File: config.mk
export PLATFORM = sky130hd
export DESIGN_NAME = weighted_coin
export DESIGN_NICKNAME = d
export VERILOG_FILES = /design/src/rtl/wcoin_pkg.sv /design/src/rtl/wcoin_rst_sync.sv /design/src/rtl/wcoin_seed_fix.sv /design/src/rtl/wcoin_xorshift.sv /design/src/rtl/wcoin_cmp.sv /design/src/rtl/weighted_coin.sv
export SDC_FILE = /design/constraint.sdc
export NUM_CORES = 1
export LEC_CHECK = 0
export BUFFER_PORTS_ARGS = -buffer_cell sky130_fd_sc_hd__buf_4
export CAP_MARGIN = 20
export CORE_AREA = 2 2 138 140
export CTS_BUF_LIST = sky130_fd_sc_hd__clkbuf_16
export CTS_CLUSTER_SIZE = 12
export DETAILED_ROUTE_END_ITERATION = 10
export DIE_AREA = 0 0 140 142
export PLACE_DENSITY = 0.65
export SLEW_MARGIN = 0
export SYNTH_ARGS = -nofsm -noshare
export SYNTH_HDL_FRONTEND = slang
export SYNTH_SLANG_ARGS = --single-unit
File: constraint.sdc
create_clock -name clk -period 2.6 [get_ports clk]
set_clock_uncertainty 0.1 [all_clocks]
set_input_delay 0.39 -clock clk [delete_from_list [all_inputs] [get_ports clk]]
set_output_delay 0.39 -clock clk [all_outputs]
set_load 0.1 [all_outputs]
File: src/rtl/wcoin_pkg.sv
package wcoin_pkg;
  localparam int WORD_W  = 32;
  localparam int NWORDS  = 4;
  localparam int SEED_W  = WORD_W * NWORDS;

  // xorshift shift amounts
  localparam int SH_A = 11;
  localparam int SH_B = 19;
  localparam int SH_C = 8;

  typedef logic [WORD_W-1:0] word_t;

  // x occupies the least significant word
  typedef struct packed {
    word_t w;
    word_t z;
    word_t y;
    word_t x;
  } xs_state_t;

  localparam logic [SEED_W-1:0] SEED_FALLBACK =
    128'h9E3779B9_7F4A7C15_F39CC060_5CEDC834;
endpackage

File: src/rtl/wcoin_rst_sync.sv
module wcoin_rst_sync #(
  parameter int STAGES = 2
) (
  input  logic clk,
  input  logic rst_n,
  output logic rst_sync_n
);
  logic [STAGES-1:0] chain_q;

  generate
    for (genvar i = 0; i < STAGES; i++) begin : g_stage
      if (i == 0) begin : g_first
        always_ff @(posedge clk or negedge rst_n) begin
          if (!rst_n) chain_q[i] <= 1'b0;
          else        chain_q[i] <= 1'b1;
        end
      end else begin : g_next
        always_ff @(posedge clk or negedge rst_n) begin
          if (!rst_n) chain_q[i] <= 1'b0;
          else        chain_q[i] <= chain_q[i-1];
        end
      end
    end
  endgenerate

  assign rst_sync_n = chain_q[STAGES-1];
endmodule

File: src/rtl/wcoin_seed_fix.sv
module wcoin_seed_fix
  import wcoin_pkg::*;
(
  input  logic [SEED_W-1:0] seed_raw,
  output xs_state_t         seed_ok
);
  always_comb begin
    if (seed_raw == '0) seed_ok = xs_state_t'(SEED_FALLBACK);
    else                seed_ok = xs_state_t'(seed_raw);
  end
endmodule

File: src/rtl/wcoin_xorshift.sv
module wcoin_xorshift
  import wcoin_pkg::*;
(
  input  logic      clk,
  input  logic      rst_n,
  input  logic      load,
  input  xs_state_t load_val,
  input  logic      step,
  output xs_state_t state,
  output word_t     fresh_word
);
  xs_state_t state_q;
  xs_state_t state_d;
  xs_state_t stepped;
  word_t     tmix;

  // one generator step
  always_comb begin
    tmix         = state_q.x ^ (state_q.x << SH_A);
    stepped.x    = state_q.y;
    stepped.y    = state_q.z;
    stepped.z    = state_q.w;
    stepped.w    = state_q.w ^ (state_q.w >> SH_B) ^ tmix ^ (tmix >> SH_C);
  end

  always_comb begin
    state_d = state_q;
    if (load)      state_d = load_val;
    else if (step) state_d = stepped;
  end

  always_ff @(posedge clk or negedge rst_n) begin
    if (!rst_n) state_q <= xs_state_t'(SEED_FALLBACK);
    else        state_q <= state_d;
  end

  assign state      = state_q;
  assign fresh_word = stepped.w;
endmodule

File: src/rtl/wcoin_cmp.sv
module wcoin_cmp #(
  parameter int WEIGHT_W = 8
) (
  input  logic [WEIGHT_W-1:0] rnd,
  input  logic [WEIGHT_W-1:0] weight,
  output logic                below
);
  generate
    if (WEIGHT_W == 1) begin : g_bit
      assign below = weight[0] & ~rnd[0];
    end else begin : g_mag
      assign below = (rnd < weight);
    end
  endgenerate
endmodule

File: src/rtl/weighted_coin.sv
module weighted_coin
  import wcoin_pkg::*;
#(
  parameter int WEIGHT_W    = 8,
  parameter int SYNC_STAGES = 2
) (
  input  logic                clk,
  input  logic                rst_n,
  input  logic [SEED_W-1:0]   seed_i,
  input  logic [WEIGHT_W-1:0] weight_i,
  input  logic                en_i,
  output logic                sample_o,
  output logic                valid_o
);
  logic      rst_int_n;
  xs_state_t seed_ok;
  xs_state_t prng_state;
  word_t     fresh_word;
  logic      below;
  logic      draw;
  logic      sample_q, sample_d;
  logic      valid_q, valid_d;

  wcoin_rst_sync #(.STAGES(SYNC_STAGES)) u_sync (
    .clk        (clk),
    .rst_n      (rst_n),
    .rst_sync_n (rst_int_n)
  );

  wcoin_seed_fix u_seed (
    .seed_raw (seed_i),
    .seed_ok  (seed_ok)
  );

  assign draw = rst_int_n & en_i;

  wcoin_xorshift u_prng (
    .clk        (clk),
    .rst_n      (rst_n),
    .load       (~rst_int_n),
    .load_val   (seed_ok),
    .step       (draw),
    .state      (prng_state),
    .fresh_word (fresh_word)
  );

  wcoin_cmp #(.WEIGHT_W(WEIGHT_W)) u_cmp (
    .rnd    (fresh_word[WEIGHT_W-1:0]),
    .weight (weight_i),
    .below  (below)
  );

  always_comb begin
    sample_d = sample_q;
    valid_d  = 1'b0;
    if (!rst_int_n) begin
      sample_d = 1'b0;
    end else if (en_i) begin
      sample_d = below;
      valid_d  = 1'b1;
    end
  end

  always_ff @(posedge clk or negedge rst_n) begin
    if (!rst_n) begin
      sample_q <= 1'b0;
      valid_q  <= 1'b0;
    end else begin
      sample_q <= sample_d;
      valid_q  <= valid_d;
    end
  end

  assign sample_o = sample_q;
  assign valid_o  = valid_q;
endmodule

# --- After elaboration in Yosys (flattened, before gate mapping) ---
# Index checks and enable logic that the tools add are counted.
word_totals:
  word_cells: 24
  input_bits: 139
  ff_bits: 132
classes:
  n_lt_le_gt_ge: 1
  n_mux: 7
  bitwise_logic: 5
  eq_ne: 2
  reduce_logical: 1
ops:
  columns: ["op", "n"]
  rows:
  - ["128-bit two-way mux", 3]
  - ["128-bit logical NOT", 1]
  - ["32-bit bitwise XOR", 2]
  - ["32-bit by 13-bit bitwise XOR with 32-bit output", 1]
  - ["32-bit by 24-bit bitwise XOR with 32-bit output", 1]
  - ["8-bit less-than comparator", 1]
  - ["1-bit two-way mux", 4]
  - ["2-bit inequality test (second input constant)", 2]
  - ["1-bit bitwise AND", 1]

# --- Logic depth before layout (Yosys ltp) ---
# Gate-level depths: netlist of run 1.
depth:
  word_depth: 6
  ltp_mapped: 9
  ltp_nobuf: 9

# --- Cells and area by module ---
# Synthesis of run 1 repeated with hierarchy kept, for this count alone.
hier_totals:
  hier_cells: 897
  hier_area_um2: 8463.1
modules_own_cells:
  columns: ["module", "cells_each", "area_per_inst_um2", "n_inst"]
  rows:
  - ["wcoin_xorshift", 677, 6977.9, 1]
  - ["wcoin_seed_fix", 186, 1179.9, 1]
  - ["wcoin_cmp", 25, 176.4, 1]
  - ["weighted_coin", 6, 75.1, 1]
  - ["wcoin_rst_sync", 3, 53.8, 1]

# --- Worst setup path before layout of run 1 ---
# No wires, ideal clock.
synth_path:
  path_type: "flip-flop to flip-flop"
  from: "register u_prng.state_q (netlist bit u_prng.state[2])"
  to: "register sample_q (netlist: sample_o)"
  arrival_ns: 1.793
  synth_period_minus_slack_ns: 1.958
  path_stages_with_launch: 10
  n_path_buf: 0
  setup_slack_ns: 0.642
  t_required_ns: 2.435
  path_cell_list: "dfstp_2 xnor2_1 xnor2_1 xnor2_1 ha_1 a21o_1 a21oi_1 o211a_1 o211ai_1 nand2_1"
synth_via:
  elab_chain_len: 6
synth_lines:
  columns: ["element", "line", "rtl"]
  rows:
  - ["start: declaration", "wcoin_xorshift.sv:12", "xs_state_t state_q;"]
  - ["start signal: assignment", "wcoin_xorshift.sv:33", "if (!rst_n) state_q <= xs_state_t'(SEED_FALLBACK);"]
  - ["start signal: assignment", "wcoin_xorshift.sv:34", "else state_q <= state_d;"]
  - ["32-bit bitwise XOR (*)", "wcoin_xorshift.sv:19", "tmix = state_q.x ^ (state_q.x << SH_A);"]
  - ["32-bit bitwise XOR", "wcoin_xorshift.sv:23", "stepped.w = state_q.w ^ (state_q.w >> SH_B) ^ tmix ^ (tmix >> SH_C);"]
  - ["32-bit by 24-bit bitwise XOR with 32-bit output (*)", "wcoin_xorshift.sv:23", null]
  - ["8-bit less-than comparator (*)", "wcoin_cmp.sv:12", "assign below = (rnd < weight);"]
  - ["1-bit two-way mux (*)", "weighted_coin.sv:58", "end else if (en_i) begin"]
  - ["1-bit two-way mux (*)", "weighted_coin.sv:56", "if (!rst_int_n) begin"]
  - ["end signal: assignment", "weighted_coin.sv:69", "sample_q <= sample_d;"]
  - ["end: declaration", "weighted_coin.sv:21", "logic sample_q, sample_d;"]
# Mark *: on every way between the ends. The rest lies on a longest branch, timed or not. The select of a mux whose other input is x is not followed.
# A chain may end at the register's enable or synchronous reset.

# --- Final worst setup path of run 1 ---
layout_path:
  from: "register u_prng.state_q (netlist bit u_prng.state[6])"
  to: "register sample_q (netlist: sample_o)"
layout_via:
  elab_chain_len: 6
layout_lines:
  columns: ["element", "line"]
  rows:
  - ["32-bit bitwise XOR", "wcoin_xorshift.sv:19"]
  - ["32-bit bitwise XOR", "wcoin_xorshift.sv:23"]
  - ["32-bit by 24-bit bitwise XOR with 32-bit output", "wcoin_xorshift.sv:23"]
  - ["8-bit less-than comparator", "wcoin_cmp.sv:12"]
  - ["1-bit two-way mux", "weighted_coin.sv:58"]
  - ["1-bit two-way mux", "weighted_coin.sv:56"]
# Every way passes these cells. The select of a mux whose other input is x is not followed.

==> results_dict.tcl, run 1 <==
set metrics [dict create \
    worstReg2RegStart "u_prng.state[6]$_DFFE_PN0P_" \
    min_from "seed_i[97]" \
    worstPathRequired_ps 2850 \
    clk_latency_ps 410 \
    rows 50 \
    ir_drop_mv 0.507 \
    max_stage_delay_ps 440 \
    antenna_found_initial 0 \
    hold_violations 0 \
    synth_edf_count 0 \
    fillers 1745 \
    worstHoldEndpoint "u_prng.state[97]$_DFFE_PN0P_" \
    drt_iter0_markers 518 \
    p_total_mw 6.77 \
    ant_nets 0 \
    synth_cell_types 30 \
    drc 7 \
    final_common_cell "buf_4" \
    first_pass_iters 8 \
    first_global_vias 6062 \
    diodes 0 \
    timing.hold.ws_ps 104 \
    path_cells "xnor2_1 -> xnor2_1 -> xnor2_1 -> ha_1 -> a21oi_1 -> o211a_1 -> o21ai_0 -> nand2_1" \
    yosys_warnings 0 \
    synth-seq-area-share_pct 45.8 \
    clockBufferDepth 2 \
    cts.sinks 132 \
    layout-drive-gt1-share_pct 29.7 \
    h-tree-depth 4 \
    dp_hpwl_mm 17.2 \
    port-buffer-count 140 \
    place_area_sq_um 8820 \
    fin_crit_ps 2330 \
    grt_overflow 0 \
    holdPathStages 3 \
    path_class "reg -> reg" \
    worstSetupEndpointType "flip-flop" \
    synth_seq_cells 132 \
    ios 141 \
    synthCells 738 \
    gp_congestion 0.930 \
    setup_viol 0 \
    die_y_microns 142 \
    root_buffer "clkbuf_16" \
    violations "design-rule violations" \
    path_common_cell "xnor2_1" \
    fin_cells 1122 \
    cts_tree "done" \
    rsz0062_at_grt "false" \
    grt_usage_pct 23.3 \
    hold_class "in -> reg" \
    fmax_mhz 429 \
    layout_common_cells "buf_4 (160), nor2_1 (137), mux2i_1 (104), dfstp_2 (68), dfrtp_1 (63)" \
    outcome "finished, violations left" \
    synth_top_cells_by_area "dfstp_2 (24%), dfrtp_1 (22%), mux2i_1 (14%)" \
    synth_area_sq_um 7400 \
    multi_input_area_sq_um 3770 \
    dp_cells 1090 \
    setup_tns_ps 0 \
    drv_cap 0 \
    grt_pass1_wl_mm 34.5 \
    worst_pin_slew_ps 661 \
    ff2ff_path_depth 8 \
    die_w_microns 140 \
    ys.flop_type "dfstp_2" \
    powerDensity_nw_per_um2 723 \
    vias_per_cell 5.44 \
    p_leak_nw 4.18 \
    fin_area_sq_um 9360 \
    cts_hold_buf 1 \
    numCtsBuffers 17 \
    grt_max_degree 75 \
    crit_path_start_kind "flip-flop" \
    cts_setup_buffers 0 \
    die_area_sq_um 19900 \
    clk_pin_slew_worst_paths_ps 60 \
    vias 6106 \
    wl_mm 22.8 \
    area_growth_pct 26.5 \
    cp_slowest_cell "dfrtp_1" \
    min_period_over_period_pct 89.7 \
    relSlewSlack_pct 55.9 \
    final_net_count 1022 \
    register_area_sq_um 3390 \
    critical_path_arrival_ps 2590 \
    cts_resized 0 \
    synth_fp_nets 884 \
    regToRegSetupSlack_ps 270 \
    initial_core_util_pct 40.1 \
    avgSynthCellArea_sq_um 10.0 \
    yosysTopAreaCell "dfstp_2" \
    async_flop_share_pct 100 \
    core_sq_um 18500 \
    finalMaxSlewViolations 0 \
    r2r_end "sample_o$_DFFE_PN0P_" \
    wl_per_cell_microns 20.3 \
    synth_top_cell_area_share_pct 24.2 \
    crit_path_max_fanout 2 \
]
## report_power, final
part	switching [mW]	total, mW	internal (mW)	leakage, nW
Combinational	0.935	1.82	0.883	2.47
Sequential	0.288	2.76	2.47	1.44
Clock	0.835	2.20	1.36	0.274
## flip-flops by register name, summed over array words and instances (netlist names)
register	count
sample_o	1
u_prng.state	128
u_sync.chain_q	1
u_sync.rst_sync_n	1
valid_o	1
## critical path, delay by kind of cell (launching register included)
kind | cells | cell delay, ps
simple gates | 1 | 80
flops | 1 | 440
xor+xnor | 3 | 890
fa+ha+maj | 1 | 330
compound gates | 3 | 440
## stage by stage
step / setup slack (ps) / util, %
finish: 268 / 50.7
global route: 162 / 50.7
CTS: 344 / 50.7
detailed placement: 198 / 47.8
global placement: 245 / 47.8
floorplan: 642 / -
## worst max-delay path by stage
stage	start	endpoint	slack [ps]	depth (start not counted)
after floorplan	u_prng.state[2]$_DFFE_PN1P_	sample_o$_DFFE_PN0P_	640	9
after global placement	seed_i[14]	u_prng.state[63]$_DFFE_PN1P_	240	8
after detailed placement	seed_i[14]	u_prng.state[89]$_DFFE_PN1P_	200	8
after CTS	u_prng.state[5]$_DFFE_PN1P_	sample_o$_DFFE_PN0P_	340	10
after global routing	u_prng.state[6]$_DFFE_PN0P_	sample_o$_DFFE_PN0P_	160	8
final	u_prng.state[6]$_DFFE_PN0P_	sample_o$_DFFE_PN0P_	270	8
## synthesized netlist by cell type, types with 2 or more instances
cell and number:
buf_1 6, nand2_1 24, inv_1 8, xnor2_1 54, ha_1 7, a22oi_2 7
a21oi_1 59, nor4_1 34, xor2_1 38, mux2i_1 104, clkbuf_1 34, buf_2 6
nor2_1 137, buf_6 2, o21ai_0 5, a22oi_1 61, xnor3_1 2, nand4_1 8
dfrtp_1 64, dfstp_2 68
## routing by layer
| layer | up-vias | global-route usage [%] | share of wire, % |
|---|---|---|---|
| li1 | 2879 | - | - |
| met1 | 2961 | 32.1 | 45 |
| met2 | 232 | 35.9 | 45 |
| met3 | 34 | 5.62 | 6.7 |
| met4 | 0 | 8.56 | 2.8 |
| met5 | - | 0 | 0 |
## cell type report
cell class,count,share of cell area (%)
Sequential cell,132,36.2
Multi-Input combinational cell,548,40.3
Clock buffer,17,4.54
Tap cell,234,3.13
Inverter,9,0.361
Clock inverter,14,1.14
Timing Repair Buffer,168,14.3
## kinds of logic (layout without fill, tap and decap cells)
kind of cell / after synthesis / after routing / synth area share (%)
and+or+nand+nor: 207 / 207 / 12.1
muxes: 104 / 104 / 14.1
buffers and inverters: 58 / 208 / 3.30
adders and majority gates: 7 / 7 / 1.18
xor gates and xnor gates: 94 / 94 / 11.5
AOI/OAI and AO/OA: 135 / 135 / 12.0
DFF: 132 / 132 / 45.8
other: 1 / 1 / 0.0507
Power figures use the tool's default switching activity.
==> inputs of run 2 (changes only) <==
Settings changed: GPL_TIMING_DRIVEN set to 0.
==> results_dict.tcl, run 2 (synthesis results as in run 1) <==
set metrics [dict create \
    outcome "finished, violations left" \
    violations "design-rule violations" \
    final_net_count 1044 \
    final_core_util_pct 50.2 \
    worst_pin_slew_ps 1190 \
    cts.sinks 132 \
    hold_violations 0 \
    grt_max_degree 98 \
    setup_viol 0 \
    antenna_found_initial 0 \
    grt_pass1_wl_mm 43.2 \
    die_y_microns 142 \
    grt_overflow 0 \
    die_area_sq_um 19900 \
    sequentialPowerShare_pct 41.3 \
    clock_power_share_pct 30.7 \
    area_growth_pct 25.2 \
    crit_path_max_fanout 3 \
    path_buf_inv 0 \
    dp_cells 1112 \
    cts_setup_buffers 0 \
    cts_tree "done" \
    drt_iter0_markers 742 \
    vias_per_cell 5.87 \
    switching_share_pct 32.8 \
    p_switching_mw 2.19 \
    path_cells "xnor2_1 -> xnor2_1 -> xnor2_1 -> ha_1 -> a21o_1 -> a21oi_1 -> o211a_1 -> o211ai_1 -> nand2_1" \
    first_global_vias 6694 \
    initial_core_util_pct 40.1 \
    port-buffer-count 139 \
    worstPathRequired_ps 2870 \
    diodes 0 \
    fin_crit_ps 2400 \
    cp_slowest_cell "dfstp_2" \
    setup_tns_ps 0 \
    internal-power_mw 4.49 \
    die_w_microns 140 \
    numCtsBuffers 17 \
    worstSetupEndpointType "flip-flop" \
    rsz0062_at_grt "false" \
    fin_cells 1144 \
    path_common_cell "xnor2_1" \
    relSlewSlack_pct 20.8 \
    clockBufferDepth 2 \
    pre_cts_ws_ps -165 \
    grt_usage_pct 30.4 \
    powerDensity_nw_per_um2 721 \
    ant_nets 0 \
    dp_hpwl_mm 22.1 \
    rows 50 \
    setup_ws_ps 197 \
    finalMaxSlewViolations 0 \
    power_frac_comb_pct 28.0 \
    root_buffer "clkbuf_16" \
    crit_path_start_kind "flip-flop" \
    core_sq_um 18500 \
    wl_per_cell_microns 26.0 \
    p_leak_nw 4.10 \
    layout_common_cells "buf_4 (139), nor2_1 (137), mux2i_1 (104), dfstp_2 (68), dfrtp_1 (64)" \
    fmax_mhz 416 \
    first_pass_iters 9 \
    clk_pin_slew_worst_paths_ps 60 \
    place_area_sq_um 8770 \
    fin_area_sq_um 9270 \
    max_stage_delay_ps 560 \
    gp_congestion 1.01 \
    h-tree-depth 4 \
    path_class "reg -> reg" \
    ir_drop_mv 0.514 \
    fillers 1719 \
    hold_class "in -> reg" \
    drc 7 \
    wl_mm 29.8 \
    critical_path_arrival_ps 2670 \
    layout-drive-gt1-share_pct 27.1 \
    min_period_over_period_pct 92.4 \
    critical-path-top-delay-family "XOR/XNOR gates" \
    final_common_cell "buf_4" \
    clk_latency_ps 430 \
    ios 141 \
    drv_cap 0 \
    vias 6712 \
    largest_reg_flops 128 \
]
run 2: changes by cell type in the layout (fill, tap and decap cells not counted), sizes merged:
cell / previous run / this run
bufinv: 2 / 0
inv: 12 / 13
clkbuf: 17 / 51
buf: 167 / 155
clkinv: 9 / 10
run 2: tightest hold or removal path: stages:
cell and delay, ps:
buf_4 100, nand2_1 40, o21ai_0 60
run 2: area by class of cell:
type                            count  area (sq um)  area share, %
Buffer                             49           210           2.27
Clock buffer                       17           425           4.59
Clock inverter                     14          58.8          0.635
Inverter                            9          33.8          0.365
Multi-Input combinational cell    548          3770           40.7
Sequential cell                   132          3390           36.6
Tap cell                          234           293           3.16
Timing Repair Buffer              141          1080           11.7
run 2: stage by stage:
| stage | hold slack (ps) | total power [mW] |
|---|---|---|
| after floorplan | -5.59 | 3.90 |
| after global placement | 232 | 4.57 |
| after detailed placement | 208 | 4.61 |
| after CTS | 111 | 6.65 |
| after global routing | 134 | 6.95 |
| final | 104 | 6.68 |
run 2: path summary, 6_finish.rpt:
check,cells after the start,end,start,slack (ps)
min in group asynchronous,2,u_prng.state[20]$_DFFE_PN0P_,rst_n,330
max,9,sample_o$_DFFE_PN0P_,u_prng.state[5]$_DFFE_PN1P_,200
min reg2reg,0,u_sync.rst_sync_n$_DFF_PN0_,u_sync.chain_q[0]$_DFF_PN0_,250
min,3,u_prng.state[97]$_DFFE_PN0P_,seed_i[97],100
max reg2reg,9,sample_o$_DFFE_PN0P_,u_prng.state[5]$_DFFE_PN1P_,200
max in group asynchronous,3,u_prng.state[77]$_DFFE_PN1P_,rst_n,1240
run 2: repair_timing:
action                                  in CTS  in global routing
hold buffers                                 1                  0
endpoints found under the hold margin       13                  0
endpoints found under the setup margin       0                  8
resized for setup                            0                  1
run 2: layer usage:
layer | global-route usage, % | up-vias | routed length [microns]
li1 | - | 2921 | -
met1 | 40.7 | 3268 | 12200
met2 | 45.3 | 429 | 13000
met3 | 7.71 | 94 | 2950
met4 | 17.1 | 0 | 1570
met5 | 0 | - | 0
run 2: power by group through the flow:
stage                     Sequential (mW)  Combinational, mW  Clock (mW)
final                                2.76               1.87        2.05
after global routing                 2.79               2.03        2.13
after CTS                            2.75               1.85        2.05
after detailed placement             2.78               1.84           0
after global placement               2.77               1.80           0
after floorplan                      2.72               1.18           0
==> inputs of run 3 (changes only) <==
Settings changed: CELL_PAD_IN_SITES_DETAIL_PLACEMENT set to 1, CELL_PAD_IN_SITES_GLOBAL_PLACEMENT set to 2, CORE_AREA 2 2 138 140 to 2 2 149 151, DIE_AREA 0 0 140 142 to 0 0 151 153, PLACE_DENSITY 0.65 to 0.83.
==> results_dict.tcl, run 3 (synthesis results as in run 1) <==
set metrics [dict create \
    numCtsBuffers 17 \
    outcome "complete, no violations" \
    area_growth_pct 27.9 \
    max_stage_delay_ps 640 \
    grt_max_degree 74 \
    worst_pin_slew_ps 1050 \
    grt_overflow 0 \
    cp_slowest_cell "dfstp_2" \
    powerDensity_nw_per_um2 767 \
    final_core_util_pct 44.0 \
    antenna_found_initial 0 \
    setup_viol 0 \
    crit_path_start_kind "flip-flop" \
    h-tree-depth 4 \
    ir_drop_mv 0.395 \
    die_w_microns 151 \
    fillers 2467 \
    worstPathRequired_ps 2880 \
    vias_per_cell 5.60 \
    cts.sinks 132 \
    wl_mm 32.5 \
    vias 6681 \
    diodes 0 \
    ant_nets 0 \
    path_cells "xnor2_1 -> xnor2_1 -> xnor2_1 -> ha_1 -> a21oi_1 -> o211a_1 -> o211ai_1 -> nand2_1" \
    clk_pin_slew_worst_paths_ps 60 \
    worstSetupEndpointType "flip-flop" \
    dp_cells 1158 \
    fin_cells 1192 \
    wl_per_cell_microns 27.3 \
    setup_tns_ps 0 \
    p_total_mw 7.25 \
    drc 0 \
    first_global_vias 7095 \
    fmax_mhz 404 \
    min_period_over_period_pct 95.2 \
    grt_pass1_wl_mm 46.9 \
    hold_violations 0 \
    drt_iter0_markers 598 \
    rsz0062_at_grt "false" \
    register_area_sq_um 3390 \
    relSlewSlack_pct 30.3 \
    fin_crit_ps 2470 \
    crit_path_max_fanout 4 \
    path_common_cell "xnor2_1" \
    dp_hpwl_mm 24.4 \
    drv_cap 0 \
    timing.hold.ws_ps 98.6 \
    final_net_count 1045 \
    largest_reg_flops 128 \
    multi_input_area_sq_um 3780 \
    ios 141 \
    path_buf_inv 0 \
    gp_congestion 0.920 \
    cts_tree "done" \
    critical_path_arrival_ps 2750 \
    clockBufferDepth 2 \
    die_y_microns 153 \
    clk_latency_ps 440 \
    path_class "reg -> reg" \
    rows 54 \
    first_pass_iters 7 \
    root_buffer "clkbuf_16" \
    grt_usage_pct 28.7 \
    critical-path-top-delay-family "XOR/XNOR gates" \
    hold_class "in -> reg" \
    initial_core_util_pct 34.4 \
    p_leak_nw 4.16 \
    finalMaxSlewViolations 0 \
    port-buffer-count 139 \
    layout-drive-gt1-share_pct 27.9 \
    final_common_cell "buf_4" \
    core_sq_um 21500 \
    die_area_sq_um 23100 \
    layout_common_cells "buf_4 (139), nor2_1 (137), mux2i_1 (104), dfstp_2 (68), dfrtp_1 (64)" \
]
==> run 3: cell types whose count changed in the layout (fill, tap and decap cells not counted) <==
cell / change
clkinv_1: -2
xnor2_2: +1
clkinvlp_4: +2
inv_1: -2
buf_8: +1
clkinv_2: -1
xnor2_1: -1
bufinv_16: +4
==> run 3: final timing paths <==
kind / start / end / slack, ps / cells past startpoint
max reg2reg: u_prng.state[14]$_DFFE_PN1P_ / sample_o$_DFFE_PN0P_ / 130 / 8
max: u_prng.state[14]$_DFFE_PN1P_ / sample_o$_DFFE_PN0P_ / 130 / 8
min in group asynchronous: rst_n / u_prng.state[20]$_DFFE_PN0P_ / 430 / 2
max in group asynchronous: rst_n / u_prng.state[66]$_DFFE_PN1P_ / 1150 / 3
min: seed_i[97] / u_prng.state[97]$_DFFE_PN0P_ / 100 / 3
min reg2reg: u_sync.chain_q[0]$_DFF_PN0_ / u_sync.rst_sync_n$_DFF_PN0_ / 250 / 0
==> run 3: repair_timing <==
action	4_1_cts	5_1_grt
setup buffers	0	0
hold buffers	1	0
endpoints found under the hold margin	28	0
resized for setup	0	2
endpoints found under the setup margin	0	61
==> run 3: tightest hold or removal path, delay by kind of cell <==
kind / cells / cell delay, ps
buf+inv: 1 / 100
compound gates: 1 / 50
simple gates: 1 / 40
==> run 3: power by group <==
part	switching, mW	internal [mW]	leakage, nW
sequential	0.318	2.47	1.44
clock	0.953	1.58	0.301
combinational	1.08	0.861	2.42
==> run 3: area by class of cell <==
type,instances,area share [%]
multi-input cells,548,39.9
flip-flops and latches,132,35.8
repair buffers,142,11.6
clock buffers,17,4.50
well taps,280,3.70
plain buffers,49,2.22
clock inverters,15,1.84
inverters,9,0.357
==> run 3: per-stage QoR <==
step | worst slack (ps) | instance area [sq um]
3_3_place_gp | -275 | 8790
6_report | 125 | 9460
4_1_cts | 87.5 | 9430
3_5_place_dp | -354 | 8820
2_1_floorplan | 642 | 7400
5_1_grt | 64.2 | 9460
==> run 3: routing by layer <==
layer / share of wire (%) / global-route usage [%]
met1: 44 / 38.6
met2: 46 / 45.0
met3: 7.0 / 7.28
met4: 3.3 / 9.92
met5: 0 / 0
